==> config.mk <==
export PLATFORM = sky130hd
export DESIGN_NAME = adc_window_integrator
export DESIGN_NICKNAME = d
export VERILOG_FILES = /design/src/rtl/adc_integ_pkg.sv /design/src/rtl/adc_code_align.sv /design/src/rtl/adc_sat_add.sv /design/src/rtl/adc_window_accum.sv /design/src/rtl/adc_window_integrator.sv
export SDC_FILE = /design/constraint.sdc
export NUM_CORES = 1
export LEC_CHECK = 0
export ABC_AREA = 1
export BUFFER_PORTS_ARGS = -buffer_cell sky130_fd_sc_hd__buf_4
export CAP_MARGIN = 20
export CELL_PAD_IN_SITES_DETAIL_PLACEMENT = 0
export CELL_PAD_IN_SITES_GLOBAL_PLACEMENT = 1
export CORE_UTILIZATION = 36
export CTS_CLUSTER_SIZE = 14
export DETAILED_ROUTE_END_ITERATION = 16
export GPL_TIMING_DRIVEN = 0
export PLACE_DENSITY = 0.81
export SLEW_MARGIN = 20
export SYNTH_ARGS = -nofsm -noshare
export SYNTH_HDL_FRONTEND = slang
export SYNTH_HIERARCHICAL = 1
export SYNTH_SLANG_ARGS = --single-unit
==> constraint.sdc <==
create_clock -name clk -period 2.8 [get_ports clk]
set_clock_uncertainty 0.2 [all_clocks]
set_input_delay 0.14 -clock clk [delete_from_list [all_inputs] [get_ports clk]]
set_output_delay 0.14 -clock clk [all_outputs]
set_load 0.02 [all_outputs]
==> src/rtl/adc_integ_pkg.sv <==
package adc_integ_pkg;

    localparam int WORD_W    = 16;
    localparam int CODE_W    = 12;
    localparam int PAD_W     = WORD_W - CODE_W;
    localparam int ACC_W_DEF = 32;

    typedef enum logic {
        FMT_TWOS   = 1'b0,
        FMT_OFFSET = 1'b1
    } code_fmt_e;

    // Control bits that travel with each sample through the pipeline.
    typedef struct packed {
        logic valid;
        logic start;
        logic stop;
    } samp_ctl_t;

    // Upper CODE_W bits of the word; padding bits are dropped here.
    function automatic logic [CODE_W-1:0] take_code(input logic [WORD_W-1:0] w);
        return w[WORD_W-1 -: CODE_W];
    endfunction

    // Map a code to a two's-complement value centred on zero.
    function automatic logic [CODE_W-1:0] center_code(input logic [CODE_W-1:0] c,
                                                      input code_fmt_e fmt);
        logic [CODE_W-1:0] r;
        r = c;
        if (fmt == FMT_OFFSET) begin
            r[CODE_W-1] = ~c[CODE_W-1];
        end
        return r;
    endfunction

endpackage

==> src/rtl/adc_code_align.sv <==
module adc_code_align
    import adc_integ_pkg::*;
#(
    parameter int ACC_W = ACC_W_DEF
) (
    input  logic              clk,
    input  logic              rst,
    input  code_fmt_e         fmt,
    input  logic              in_valid,
    input  logic [WORD_W-1:0] in_word,
    input  logic              win_start,
    input  logic              win_end,
    output logic [ACC_W-1:0]  out_value,
    output samp_ctl_t         out_ctl
);

    localparam int EXT_W = ACC_W - CODE_W;

    logic [CODE_W-1:0] raw_code;
    logic [CODE_W-1:0] cen_code;
    logic [ACC_W-1:0]  wide_value;

    always_comb begin
        raw_code   = take_code(in_word);
        cen_code   = center_code(raw_code, fmt);
        wide_value = {{EXT_W{cen_code[CODE_W-1]}}, cen_code};
    end

    always_ff @(posedge clk) begin
        if (rst) begin
            out_value <= '0;
            out_ctl   <= '0;
        end else begin
            out_value     <= wide_value;
            out_ctl.valid <= in_valid;
            out_ctl.start <= win_start;
            out_ctl.stop  <= win_end;
        end
    end

    // every widened sample is a proper sign extension of a 12-bit value
    assert_sign_ext_R2: assert property (@(posedge clk) disable iff (rst)
        out_ctl.valid |-> (out_value[ACC_W-1:CODE_W-1] == '0 ||
                           out_value[ACC_W-1:CODE_W-1] == '1));

    // one stage of latency, one sample per clock
    assert_one_per_clock_R9: assert property (@(posedge clk) disable iff (rst)
        !$past(rst) |-> (out_ctl.valid == $past(in_valid)));

endmodule

==> src/rtl/adc_sat_add.sv <==
module adc_sat_add #(
    parameter int W = 32
) (
    input  logic [W-1:0] a,
    input  logic [W-1:0] b,
    output logic [W-1:0] sum,
    output logic         clipped
);

    localparam logic [W-1:0] POS_LIM = {1'b0, {(W-1){1'b1}}};
    localparam logic [W-1:0] NEG_LIM = {1'b1, {(W-1){1'b0}}};

    logic [W:0] wide;

    always_comb begin
        wide    = {a[W-1], a} + {b[W-1], b};
        clipped = wide[W] ^ wide[W-1];
        if (!clipped) begin
            sum = wide[W-1:0];
        end else if (wide[W]) begin
            sum = NEG_LIM;
        end else begin
            sum = POS_LIM;
        end
    end

endmodule

==> src/rtl/adc_window_accum.sv <==
module adc_window_accum
    import adc_integ_pkg::*;
#(
    parameter int ACC_W = ACC_W_DEF
) (
    input  logic             clk,
    input  logic             rst,
    input  logic [ACC_W-1:0] in_value,
    input  samp_ctl_t        in_ctl,
    output logic [ACC_W-1:0] sum_out,
    output logic             sum_ovf,
    output logic             sum_done
);

    localparam logic [ACC_W-1:0] POS_LIM = {1'b0, {(ACC_W-1){1'b1}}};
    localparam logic [ACC_W-1:0] NEG_LIM = {1'b1, {(ACC_W-1){1'b0}}};

    logic             open_q;
    logic [ACC_W-1:0] acc_q;
    logic             ovf_q;

    logic             in_win;
    logic [ACC_W-1:0] base;
    logic [ACC_W-1:0] addend;
    logic             ovf_base;
    logic [ACC_W-1:0] acc_n;
    logic             clip;
    logic             ovf_n;

    always_comb begin
        in_win   = in_ctl.start | open_q;
        base     = in_ctl.start ? '0 : acc_q;
        ovf_base = in_ctl.start ? 1'b0 : ovf_q;
        addend   = (in_ctl.valid && in_win) ? in_value : '0;
        ovf_n    = ovf_base | clip;
    end

    adc_sat_add #(.W(ACC_W)) u_add (
        .a       (base),
        .b       (addend),
        .sum     (acc_n),
        .clipped (clip)
    );

    always_ff @(posedge clk) begin
        if (rst) begin
            open_q   <= 1'b0;
            acc_q    <= '0;
            ovf_q    <= 1'b0;
            sum_out  <= '0;
            sum_ovf  <= 1'b0;
            sum_done <= 1'b0;
        end else begin
            sum_done <= 1'b0;
            if (in_win) begin
                acc_q  <= acc_n;
                ovf_q  <= ovf_n;
                open_q <= ~in_ctl.stop;
                if (in_ctl.stop) begin
                    sum_out  <= acc_n;
                    sum_ovf  <= ovf_n;
                    sum_done <= 1'b1;
                end
            end
        end
    end

    // a done strobe only follows a window end carried by the pipeline
    assert_done_after_end_R6: assert property (@(posedge clk) disable iff (rst)
        sum_done |-> $past(in_ctl.stop));

    // a start with no sample leaves an empty running total
    assert_start_clears_R4: assert property (@(posedge clk) disable iff (rst)
        (in_ctl.start && !in_ctl.valid) |=> (acc_q == '0));

    // outside a window the running total does not move
    assert_idle_hold_R5: assert property (@(posedge clk) disable iff (rst)
        !in_win |=> $stable(acc_q));

    // a clipped addition lands on one of the limits
    assert_clip_limit_R8: assert property (@(posedge clk) disable iff (rst)
        (in_win && clip) |=> (acc_q == POS_LIM || acc_q == NEG_LIM));

    // the overflow flag stays set for the rest of the window
    assert_ovf_sticky_R8: assert property (@(posedge clk) disable iff (rst)
        (open_q && ovf_q && !in_ctl.start) |=> ovf_q);

endmodule

==> src/rtl/adc_window_integrator.sv <==
module adc_window_integrator
    import adc_integ_pkg::*;
#(
    parameter int ACC_W = ACC_W_DEF
) (
    input  logic             clk,
    input  logic             rst,
    input  logic             fmt_offset,
    input  logic             in_valid,
    input  logic [15:0]      in_word,
    input  logic             win_start,
    input  logic             win_end,
    output logic [ACC_W-1:0] sample_out,
    output logic             sample_valid,
    output logic [ACC_W-1:0] sum_out,
    output logic             sum_done,
    output logic             sum_ovf
);

    code_fmt_e        fmt_sel;
    logic [ACC_W-1:0] s1_value;
    samp_ctl_t        s1_ctl;

    assign fmt_sel = code_fmt_e'(fmt_offset);

    adc_code_align #(.ACC_W(ACC_W)) u_align (
        .clk       (clk),
        .rst       (rst),
        .fmt       (fmt_sel),
        .in_valid  (in_valid),
        .in_word   (in_word),
        .win_start (win_start),
        .win_end   (win_end),
        .out_value (s1_value),
        .out_ctl   (s1_ctl)
    );

    adc_window_accum #(.ACC_W(ACC_W)) u_accum (
        .clk      (clk),
        .rst      (rst),
        .in_value (s1_value),
        .in_ctl   (s1_ctl),
        .sum_out  (sum_out),
        .sum_ovf  (sum_ovf),
        .sum_done (sum_done)
    );

    assign sample_out   = s1_value;
    assign sample_valid = s1_ctl.valid;

    // nothing is reported in the cycle after reset
    assert_quiet_after_reset_R10: assert property (@(posedge clk)
        $past(rst) |-> (!sum_done && !sample_valid));

endmodule

---- Word level (Yosys, flattened, before mapping) ----
Cells that the tools add are included.
W data, S select, Z words.
operators by class
  mux-type cells .......................... 7
  eq/ne operators ......................... 0
  bitwise logic cells ..................... 6
  order comparisons ....................... 0
  reductions and logical operators ........ 3
  div/mod/pow operators ................... 0
  add/subtract/negate cells ............... 1
  multiply operators ...................... 0
  shifts and indexed selects .............. 0
operators with widths
  kind                 number
  $mux W32             4
  $add A32 B32 Y33     1
  $mux W1              3
  $not A1 Y1           3
  $or A1 B1 Y1         2
  $reduce_and A2 Y1    1
  $reduce_or A2 Y1     1
  $logic_and A1 B1 Y1  1
  $xor A1 B1 Y1        1
storage, ports and cells
  RAM bits ................................ 0
  input port bits ......................... 22
  ROM bits ................................ 0
  latch bits .............................. 0
  logic and storage cells ................. 27
  memories ................................ 0
  flip-flop bits (word level) ............. 83

---- Depth between registers and ports, before layout ----
  depth after elaboration ................. 6
  gate-level depth with buffers ........... 24

---- By module ----
Netlist, hierarchy kept.
modules (own cells, without submodules)
  module            times used  cells each  area each (µm²)
  adc_window_accum  1           438         2981.6
  adc_sat_add       1           494         2549.9
  adc_code_align    1           69          585.6

---- Worst setup path after synthesis ----
No wires, ideal clock.
  path kind ............................... flip-flop to flip-flop
  from .................................... reg u_align/out_value[11] (netlist name)
  to ...................................... reg u_accum.sum_out[22]
  arrival time ............................ 2742 ps
  period minus slack after synthesis ...... 3055 ps
  setup time .............................. 113 ps
  setup slack ............................. -255 ps
  path buffers ............................ 2
  cell stages (with the launch flop) ...... 19
  cell sequence ........................... dfxtp_1 -> buf_4 -> inv_1 -> nor2_1 -> ha_1 -> nand2_1 -> inv_1 -> a21oi_1 -> nand2_1 -> a21oi_2 -> nand2_2 -> nand2_2 -> nand2_4 -> nand2_4 -> buf_6 -> o21ai_2 -> nand3b_1 -> nand2_1 -> nor2_1
between the ends
  cells in the longest elaborated chain, start to end .. 4
  elaborated cells on any way between the ends .. 5
  those cells by class .................... add/sub (1); mux (3); bitwise (1)
RTL lines
  what                                              line                                  RTL
  $mux W32 (*)                                      adc_window_accum.sv:34                addend = (in_ctl.valid && in_win) ? in_value : '0;
  net u_accum.addend[21]                            adc_window_accum.sv:24                logic [ACC_W-1:0] addend;
  $add A32 B32 Y33 (*)                              adc_sat_add.sv:16                     wide = {a[W-1], a} + {b[W-1], b};
  $mux W32 / $xor A1 B1 Y1 (equally long branches)  adc_sat_add.sv:20, adc_sat_add.sv:17
  $mux W32 (*)                                      adc_sat_add.sv:18                     if (!clipped) begin
  net u_accum.acc_n[22]                             adc_window_accum.sv:26                logic [ACC_W-1:0] acc_n;
  to (signal assigned)                              adc_window_accum.sv:60                sum_out <= acc_n;
  to (decl)                                         adc_window_accum.sv:10                output logic [ACC_W-1:0] sum_out,
The timed path passes the listed nets; every way through them passes the cells marked *.
A chain may end at the register's enable or synchronous reset.

---- Worst setup path after layout ----
  from .................................... reg u_accum.open_q
  to ...................................... reg u_accum.sum_out[24]
between the ends
  cells in the longest elaborated chain, start to end .. 6
  elaborated cells on any way between the ends .. 8
  those cells by class .................... add/sub (1); mux (3); bitwise (2); reduce/logical (2)
RTL lines
  what                                              line                                  RTL
  from (decl)                                       adc_window_accum.sv:18                logic open_q;
  from (signal assigned)                            adc_window_accum.sv:58                open_q <= ~in_ctl.stop;
  $or A1 B1 Y1 (*)                                  adc_window_accum.sv:31                in_win = in_ctl.start | open_q;
  $logic_and A1 B1 Y1 (*)                           adc_window_accum.sv:34
  $mux W32 (*)                                      adc_window_accum.sv:34
  net u_accum.addend[11]                            adc_window_accum.sv:24
  $add A32 B32 Y33 (*)                              adc_sat_add.sv:16
  $mux W32 / $xor A1 B1 Y1 (equally long branches)  adc_sat_add.sv:20, adc_sat_add.sv:17
  $mux W32 (*)                                      adc_sat_add.sv:18
  net u_accum.acc_n[24]                             adc_window_accum.sv:26
Marks and branches as above.

==> results.json <==
{
  "status": "finished with violations",
  "violations": "negative setup slack",
  "antenna_found_initial": 0,
  "fin_nets": 1228,
  "cp-endpoint": "u_accum/sum_out[24]$_SDFFE_PP0P_",
  "synth_top_area_share_pct": 27.2,
  "seq_area_frac_synth_pct": 27.2,
  "synth.distinct_cells": 32,
  "syn_area_per_cell_sq_um": 6.11,
  "synth_area_leaders": "dfxtp_1, nand2_1, inv_1, nor2_1, ha_1",
  "cts-htree-levels": 3,
  "ir_drop_uv": 340,
  "crit_start": "u_accum/open_q$_SDFFE_PP0P_",
  "hold_depth": 4,
  "syn_nets": 1056,
  "rr_endpoint": "u_accum/sum_out[24]$_SDFFE_PP0P_",
  "required_ns": 2.84,
  "vias_per_cell": 4.62,
  "synth_simple_gate_area_share_pct": 38.8,
  "ys.flop_type": "dfxtp_1",
  "hold_viol": 0,
  "multiInputGateArea_sq_um": 4660,
  "dp.cells": 1305,
  "endpoint_kind": "flip-flop",
  "overflow": 0,
  "fin_cells": 1398,
  "num-fill-cells": 1580,
  "fin_setup_tns_ns": -11.01,
  "gp_congestion": 0.890,
  "slew_headroom_pct": 64.4,
  "synthXorXnorAreaFrac_pct": 2.72,
  "via_count": 6456,
  "clk_pin_slew_ns": 0.06,
  "cts_sinks": 83,
  "use_met3_pct": 2.96,
  "dp_hpwl_microns": 14000,
  "fp.dieArea_sq_um": 17500,
  "synthCells": 1001,
  "drc_errors": 0,
  "yosys_warnings": 6,
  "synthMuxAreaShare_pct": 0,
  "synth-edff-count": 0,
  "cap_violations": 0,
  "critPathMaxFanout": 8,
  "rsz0062_at_grt": "true",
  "finalCritPeriodShare_pct": 109,
  "regArea_sq_um": 1670,
  "grt_usage_pct": 21.5,
  "grt_max_degree": 23,
  "initial_core_util_pct": 36.9,
  "cts_buffers": 9,
  "ant_nets": 0,
  "areaGrowthSynthToFinish_pct": 51.7,
  "wl_microns": 19400,
  "start_kind": "flip-flop",
  "synthTopCellsByCount": "nand2_1, inv_1, nor2_1",
  "syn_area_sq_um": 6120,
  "grt_pass1_vias": 5926,
  "critPathArrivalTime_ns": 3.10,
  "p_leak_nw": 4.62,
  "fmax_mhz": 327,
  "routedWlPerCell_microns": 13.9,
  "worst_slack_ns": -0.255,
  "dr.pass1.iters": 5,
  "rrSetupSlack_ns": -0.25,
  "grt_use_met2_pct": 33.4,
  "power_density_nw_per_um2": 344,
  "cts_buffer_depth": 2,
  "top_usage_layer": "met2",
  "synth_top_family_by_area": "simple AND/OR/NAND/NOR gates",
  "core_area_sq_um": 16600,
  "slew_violations": 0,
  "reg2regPathDepth": 23,
  "antenna_cells": 0,
  "die_width_microns": 132,
  "worst_slew_pin_slew_ns": 0.535,
  "path_class": "reg -> reg",
  "setup_violations": 64,
  "grt_pass1_wl_microns": 29800,
  "grt_util_met1_pct": 30.5,
  "async_flop_share_pct": 0,
  "cts_tree": "yes",
  "ios": 89,
  "synth_seq_cells": 83,
  "drive_gt1_share_pct": 38.3,
  "yosysMostFrequentCell": "nand2_1",
  "synth_fa_ha_area_share_pct": 6.87,
  "clk_latency_ns": 0.35,
  "utilization_pct": 55.9,
  "worstHoldPathType": "in -> reg",
  "synth_compound_area_share_pct": 8.75,
  "min_period_ns": 3.05,
  "drtIter0Drc": 360,
  "clockRootBuffer": "clkbuf_16",
  "synth.largest_area_cell": "dfxtp_1",
  "r2r_start": "u_accum/open_q$_SDFFE_PP0P_",
  "rows": 47,
  "die_h_microns": 132,
  "portBuffers": 84
}
repair_timing:
action / in CTS / in global routing
pin swaps: 52 / 64
hold endpoints to repair: 15 / 0
setup endpoints to repair: 66 / 66
buffers inserted: 36 / 15
hold buffers: 22 / 0
resized for setup: 118 / 181
gates cloned: 6 / 2
power by group:
part	internal, W	switching (W)
clock	0.000783	0.000512
sequential	0.00122	0.0000270
combinational	0.000288	0.000362
total	0.00229	0.000901
area by class of cell:
cell class              instances  share of cell area (%)
flip-flops and latches         83                    18.0
multi-input cells             716                    50.3
well taps                     220                    2.97
inverters                     150                    6.15
clock inverters                 6                   0.971
clock buffers                  10                    2.47
repair buffers                162                    14.5
plain buffers                  51                    4.60
worst max-delay path: stages (launching register included):
cell and delay, ns:
dfxtp_4 0.36, inv_2 0.09, nand2_8 0.08, nand2_8 0.13, buf_8 0.14, nor2_1 0.04
ha_1 0.38, nand2_2 0.11, inv_2 0.08, nand2_2 0.05, nor3_2 0.18, nand2_2 0.08
nand2_4 0.08, nand2_4 0.08, nand2_4 0.07, nand2_2 0.05, nand2_2 0.09, nand3_4 0.12
buf_8 0.17, nand2_2 0.06, nand2_2 0.06, nand3b_1 0.16, nand2_1 0.06, nor2_1 0.03
through the flow:
| stage | hold WS [ns] | area (sq um) | setup slack [ns] | total power (W) |
|---|---|---|---|---|
| final | 0.0257 | 9280 | -0.255 | 0.00319 |
| after global routing | 0.0363 | 9280 | -0.429 | 0.00331 |
| after CTS | 0.0101 | 8490 | -0.284 | 0.00314 |
| after detailed placement | 0.148 | 7080 | -0.571 | 0.00175 |
| after global placement | 0.142 | 7080 | -0.592 | 0.00175 |
| after floorplan | 0.0112 | 6180 | 0.00214 | 0.00158 |
cell usage in the layout (no fill, tap or decap), types with 5 or more instances in the layout:
cell type	count
nand2_2	57
o21ai_2	6
nand3_1	36
buf_8	8
buf_2	11
nand2_4	26
nor2_2	41
ha_4	25
xor2_1	14
nor2_1	84
dlygate4sd3_1	22
o21bai_1	5
clkbuf_16	9
o21ai_4	5
a21oi_1	37
nand3b_1	14
ha_1	6
o21ai_0	6
nand2_1	273
buf_6	8
buf_4	158
inv_2	10
inv_1	138
dfxtp_1	80
nor2_4	22
a21oi_2	25
registers in the layout, indices dropped and copies added, names as in the netlist:
| register | count |
|---|---|
| u_accum/open_q | 1 |
| u_accum/sum_ovf | 1 |
| u_align/out_value | 12 |
| u_accum/sum_done | 1 |
| u_align/out_ctl | 3 |
| u_accum/ovf_q | 1 |
| u_accum/acc_q | 32 |
| u_accum/sum_out | 32 |
worst min-delay path by stage:
| stage | start | end | slack (ns) |
|---|---|---|---|
| final | rst | u_accum/sum_out[1]$_SDFFE_PP0P_ | 0.03 |
| after floorplan | rst | u_align/out_ctl[0]$_SDFF_PP0_ | 0.01 |
| after global placement | in_word[7] | u_align/out_value[3]$_SDFF_PP0_ | 0.14 |
| after detailed placement | in_word[11] | u_align/out_value[7]$_SDFF_PP0_ | 0.15 |
| after CTS | rst | u_accum/sum_out[0]$_SDFFE_PP0P_ | 0.01 |
| after global routing | rst | u_accum/sum_out[0]$_SDFFE_PP0P_ | 0.04 |
logic make-up (layout without fill, tap and decap cells):
| kind of cell | Yosys count | count (layout) |
|---|---|---|
| AND/OR/NAND/NOR | 569 | 570 |
| buffers and inverters | 203 | 379 |
| AO/OA/AOI/OAI | 94 | 94 |
| flip-flops | 83 | 83 |
| adder cells (fa/ha/maj) | 33 | 33 |
| XOR/XNOR | 19 | 19 |
layer usage:
metal  vias up  routed length (microns)
met1      2920                     9550
li1       3367                        -
met3        22                      663
met4         0                      351
met2       147                     8850
met5         -                        0
Note: power is estimated with default switching activity, not from simulation.
